--- src/rtl/snap_pkg.sv ---
package snap_pkg;

  typedef enum logic [1:0] {
    ST_IDLE  = 2'd0,
    ST_ARMED = 2'd1,
    ST_RUN   = 2'd2
  } snapState_t;

  // Strobes from control to datapath
  typedef struct packed {
    logic trig;   // trigger edge accepted: clear counter, set flag
    logic cntEn;  // sequence running: advance counter, decode strobes
  } snapCtl_t;

endpackage

--- src/rtl/snap_ctrl.sv ---
module snap_ctrl
  import snap_pkg::*;
(
  input  logic     clk,
  input  logic     rstN,
  input  logic     armPulse,
  input  logic     busResetPulse,
  input  logic     lineRise,
  input  logic     seqDone,
  output snapCtl_t ctl
);

  snapState_t state;
  snapState_t stateNxt;

  always_comb begin
    stateNxt  = state;
    ctl       = '0;
    unique case (state)
      ST_IDLE: begin
        if (armPulse) stateNxt = ST_ARMED;
      end
      ST_ARMED: begin
        // a bus reset aborts even if the edge arrives in the same cycle
        if (busResetPulse) begin
          stateNxt = ST_IDLE;
        end else if (lineRise) begin
          ctl.trig = 1'b1;
          stateNxt = ST_RUN;
        end
      end
      ST_RUN: begin
        ctl.cntEn = 1'b1;
        if (seqDone) stateNxt = ST_IDLE;
      end
      default: stateNxt = ST_IDLE;
    endcase
  end

  always_ff @(posedge clk) begin
    if (!rstN) state <= ST_IDLE;
    else       state <= stateNxt;
  end

endmodule

--- src/rtl/snap_datapath.sv ---
module snap_datapath
  import snap_pkg::*;
#(
  parameter int PERIOD_CYC  = 68750,
  parameter int OFFSET_CYC  = 34375,
  parameter int SYNC_STAGES = 2
) (
  input  logic     clk,
  input  logic     rstN,
  input  logic     busLine,
  input  logic     flagWrEn,
  input  logic     flagWrData,
  input  snapCtl_t ctl,
  output logic     lineRise,
  output logic     curStrobe,
  output logic     voltStrobe,
  output logic     snapFlag
);

  localparam int LAST_CYC = PERIOD_CYC + OFFSET_CYC;
  localparam int CNT_W    = $clog2(LAST_CYC + 1);
  localparam logic [CNT_W-1:0] CUR_AT  = CNT_W'(PERIOD_CYC);
  localparam logic [CNT_W-1:0] VOLT_AT = CNT_W'(LAST_CYC);

  logic [SYNC_STAGES-1:0] syncReg;
  logic                   lineSync;
  logic                   linePrev;
  logic [CNT_W-1:0]       cnt;

  // synchronizer, reset to the idle-high bus level
  generate
    if (SYNC_STAGES == 1) begin : g_sync1
      always_ff @(posedge clk) begin
        if (!rstN) syncReg <= '1;
        else       syncReg <= busLine;
      end
    end else begin : g_syncN
      always_ff @(posedge clk) begin
        if (!rstN) syncReg <= '1;
        else       syncReg <= {syncReg[SYNC_STAGES-2:0], busLine};
      end
    end
  endgenerate

  assign lineSync = syncReg[SYNC_STAGES-1];

  always_ff @(posedge clk) begin
    if (!rstN) linePrev <= 1'b1;
    else       linePrev <= lineSync;
  end

  assign lineRise = lineSync & ~linePrev;

  // sequence counter
  always_ff @(posedge clk) begin
    if (!rstN)          cnt <= '0;
    else if (ctl.trig)  cnt <= '0;
    else if (ctl.cntEn) cnt <= cnt + 1'b1;
  end

  assign curStrobe  = ctl.cntEn && (cnt == CUR_AT);
  assign voltStrobe = ctl.cntEn && (cnt == VOLT_AT);

  // sticky flag: internal set takes precedence over host clear
  always_ff @(posedge clk) begin
    if (!rstN)                       snapFlag <= 1'b0;
    else if (ctl.trig)               snapFlag <= 1'b1;
    else if (flagWrEn && !flagWrData) snapFlag <= 1'b0;
  end

endmodule

--- src/rtl/snap_trigger_seq.sv ---
module snap_trigger_seq
  import snap_pkg::*;
#(
  parameter int PERIOD_CYC = 68750,
  parameter int OFFSET_CYC = 34375
) (
  input  logic clk,
  input  logic rstN,
  input  logic armPulse,
  input  logic busLine,
  input  logic busResetPulse,
  input  logic flagWrEn,
  input  logic flagWrData,
  output logic curStrobe,
  output logic voltStrobe,
  output logic snapFlag
);

  snapCtl_t ctlBus;
  logic     lineRise;
  logic     trigEvt;

  snap_ctrl u_ctrl (
    .clk           (clk),
    .rstN          (rstN),
    .armPulse      (armPulse),
    .busResetPulse (busResetPulse),
    .lineRise      (lineRise),
    .seqDone       (voltStrobe),
    .ctl           (ctlBus)
  );

  snap_datapath #(
    .PERIOD_CYC  (PERIOD_CYC),
    .OFFSET_CYC  (OFFSET_CYC),
    .SYNC_STAGES (2)
  ) u_dp (
    .clk        (clk),
    .rstN       (rstN),
    .busLine    (busLine),
    .flagWrEn   (flagWrEn),
    .flagWrData (flagWrData),
    .ctl        (ctlBus),
    .lineRise   (lineRise),
    .curStrobe  (curStrobe),
    .voltStrobe (voltStrobe),
    .snapFlag   (snapFlag)
  );

  assign trigEvt = ctlBus.trig;

endmodule

--- config.mk ---
export PLATFORM = sky130hd
export DESIGN_NAME = snap_trigger_seq
export DESIGN_NICKNAME = d
export VERILOG_FILES = /design/src/rtl/snap_pkg.sv /design/src/rtl/snap_ctrl.sv /design/src/rtl/snap_datapath.sv /design/src/rtl/snap_trigger_seq.sv
export SDC_FILE = /design/constraint.sdc
export NUM_CORES = 1
export LEC_CHECK = 0
export BUFFER_PORTS_ARGS = -buffer_cell sky130_fd_sc_hd__buf_2
export CORE_ASPECT_RATIO = 1.2
export CORE_UTILIZATION = 57
export CTS_CLUSTER_SIZE = 16
export DETAILED_ROUTE_END_ITERATION = 12
export HOLD_SLACK_MARGIN = 0.03
export PLACE_DENSITY = 0.77
export SYNTH_ARGS = -nofsm -noshare
export SYNTH_HDL_FRONTEND = slang
export SYNTH_SLANG_ARGS = --single-unit
export TNS_END_PERCENT = 100
--- constraint.sdc ---
create_clock -name clk -period 2.7 [get_ports clk]
set_input_delay 0.135 -clock clk [delete_from_list [all_inputs] [get_ports clk]]
set_output_delay 0.135 -clock clk [all_outputs]
set_load 0.01 [all_outputs]
==> flow_summary.ini <==
[run_status]
outcome = completed

[power]
p_comb_share_pct = 3.8
p_leak_nw = 0.4346
power_density_nw_per_um2 = 426.1
sw_frac_of_total_pct = 21.66
totalPowerFinal_w = 0.0005246
internal_power_w = 0.0004110
p_switching_w = 0.0001136
power_frac_seq_pct = 65.8
p_clk_share_pct = 30.4
ir_drop_uv = 391.3

[logic_synthesis]
ys_ff_latch = 23
ys_seq_area_share_pct = 40.48
synth_ff_type = dfxtp_1
synthCells = 130
synth_edf_count = 0
ys_warn_count = 0
syn_area_sq_um = 1137
postSynthNetCount = 140
synth_cell_type_count = 33
syn_avg_cell_area_sq_um = 8.749
async_reset_ff_share_pct = 0

[floorplan]
placementRows = 17
initial_core_util_pct = 61.46
fp.dieW_um = 42.78
ios = 10
die_y_um = 50.93
die_area_sq_um = 2179
core_area_sq_um = 1851

[layout]
multi_input_area_sq_um = 639.4
finalNetCount = 152
drive_above_1_share_pct = 12.06
fin_cells = 160
area_growth_pct = 8.251
fill_cells = 170
fin_area_sq_um = 1231
mostFrequentLayoutCells = dfxtp_1 (23), nor2_1 (13), nand2_1 (10)
layout_commonest_cell = dfxtp_1
antenna_cells = 0
seq_area_sq_um = 460.4

[clocking]
clock_path_buffers = 2
clkSinkCount = 23
clk_latency_ps = 310
root_buffer = clkbuf_4
path_clk_slew_ps = 120
cts_max_level = 1
cts_made_buffers = 3
tritoncts = yes

[setup_path]
crit_arrival_ps = 2340
crit_chain = ha_1, nand4b_4, or4_4, or4_1, a21oi_1
r2r_cells = 5
path_delay_family = simple AND/OR/NAND/NOR gates
worstSetupEndpoint = u_dp.cnt[16]
regToRegEndpoint = u_dp.cnt[16]
slowest_stage = or4_4
rrSetupSlack_ps = 610
worst-path-buf-inv = 0
r2r_start = u_dp.cnt[0]
path_class = reg2reg
critPathLaunchType = register
critPathMaxStageDelay_ps = 530
path_depth = 5
cp.required_ps = 2950
cp_max_fo = 6
cp-end-kind = register
crit_path_start = u_dp.cnt[0]

[routing]
num_vias = 974
drcViolationCount = 0
wire_per_inst_um = 13.82
drt-initial-drc-count = 13
drt_wl_total_um = 2211
dr.pass1.iters = 4
antenna_left = 0
vias_per_cell = 6.088

[sta]
min_period_ps = 2090
tightest_slew_ps = 757.3
holdWs_ps = 49.36
period_share_pct = 77.41
final_hold_viol_count = 0
setup_tns_ps = 0
rsz0062_at_grt = false
max_clock_freq_mhz = 478.4
drv_slew = 0
clock_skew_ps = 2.022
slew_headroom_pct = 49.04
setup_viol = 0

[flow_run]
max-cap-violations = 0

[placement]
dp.cells = 155
portBuffers = 9
dpl_cell_area_sq_um = 1195
hpwl_um = 1592
gp_congestion = 0.8065

[global_routing]
grt_pass1_wl_um = 3739
grt_max_degree = 18
antenna_found_initial = 0
grt_usage_pct = 22.83
grt_pass1_vias = 857
gr-total-overflow = 0

[min_path]
hold_class = in2reg
how the worst min path moves through the flow:
stage                           end  slack (ps)    start  depth (start not counted)
global route        u_dp.syncReg[0]          50     rstN                          2
global placement    u_dp.syncReg[0]         320  busLine                          2
finish                u_dp.linePrev          50     rstN                          2
detailed placement  u_dp.syncReg[0]         320  busLine                          2
CTS                 u_dp.syncReg[1]          60     rstN                          2
floorplan             u_dp.linePrev         210     rstN                          1
logic make-up (layout without fill, tap and decap cells):
family | after synthesis | after routing | share of synthesized area (%)
AO/OA/AOI/OAI | 19 | 19 | 10.45
XOR/XNOR | 9 | 9 | 6.931
adder cells (fa/ha/maj) | 3 | 3 | 3.301
buffers and inverters | 10 | 21 | 3.301
flip-flops | 23 | 23 | 40.48
multiplexers | 1 | 1 | 0.8801
AND/OR/NAND/NOR | 65 | 65 | 34.65
registers in the layout, summed over array words and instances (netlist names):
| signal | flops |
|---|---|
| u_dp.syncReg | 2 |
| u_dp.snapFlag | 1 |
| u_ctrl.state | 2 |
| u_dp.cnt | 17 |
| u_dp.linePrev | 1 |
routing by layer:
layer	part of all wire [%]	track usage, %	wire length [um]
met3	2.8	3.180	63
met1	49	28.10	1078
met2	47	38.13	1030
met4	1.8	11.98	39
met5	0	0	0
synth_stat cells, types with 2 or more instances:
cell type	instances	area share (%)
dfxtp_1	23	40
nor2_1	13	4.3
nand2_1	10	3.3
inv_1	7	2.3
a21oi_1	6	2.6
nand3_1	6	2.6
xnor2_1	6	4.6
nand4_1	5	2.8
o21ai_0	5	2.2
nor3_1	4	1.8
a21boi_0	3	2.0
clkbuf_1	3	0.99
ha_1	3	3.3
nand2b_1	3	1.7
nand4b_1	3	2.3
nor3b_1	3	2.0
nor4_1	3	1.7
or4_1	3	2.0
xor2_1	3	2.3
and4bb_2	2	2.2
nor2b_1	2	1.1
o31ai_1	2	1.3
or3_1	2	1.1
layout make-up:
class | instances | area share [%]
multi-input combinational | 97 | 51.93
inverter | 7 | 2.134
timing repair buffer | 10 | 4.472
clock buffer | 4 | 2.134
sequential | 23 | 37.40
tap | 19 | 1.931
power groups by stage:
stage | sequential, W | clock [W] | combinational [W]
after floorplan | 0.000352 | 0 | 0.0000123
after global placement | 0.000353 | 0 | 0.0000188
after CTS | 0.000345 | 0.000162 | 0.0000202
final | 0.000345 | 0.000160 | 0.0000201
after detailed placement | 0.000353 | 0 | 0.0000192
after global routing | 0.000346 | 0.000172 | 0.0000221
stage by stage:
stage               worst slack, ps  util, %
CTS                           599.8    66.53
detailed placement            629.7    64.57
global route                  484.4    66.53
floorplan                     767.2        -
global placement              711.4    64.57
finish                        609.8    66.53
timing repair:
action | CTS | global route
buffers inserted | 0 | 0
hold buffers | 1 | 0
resized for setup | 0 | 0
endpoints found under the hold margin | 1 | 0
Power figures use the tool's default switching activity.
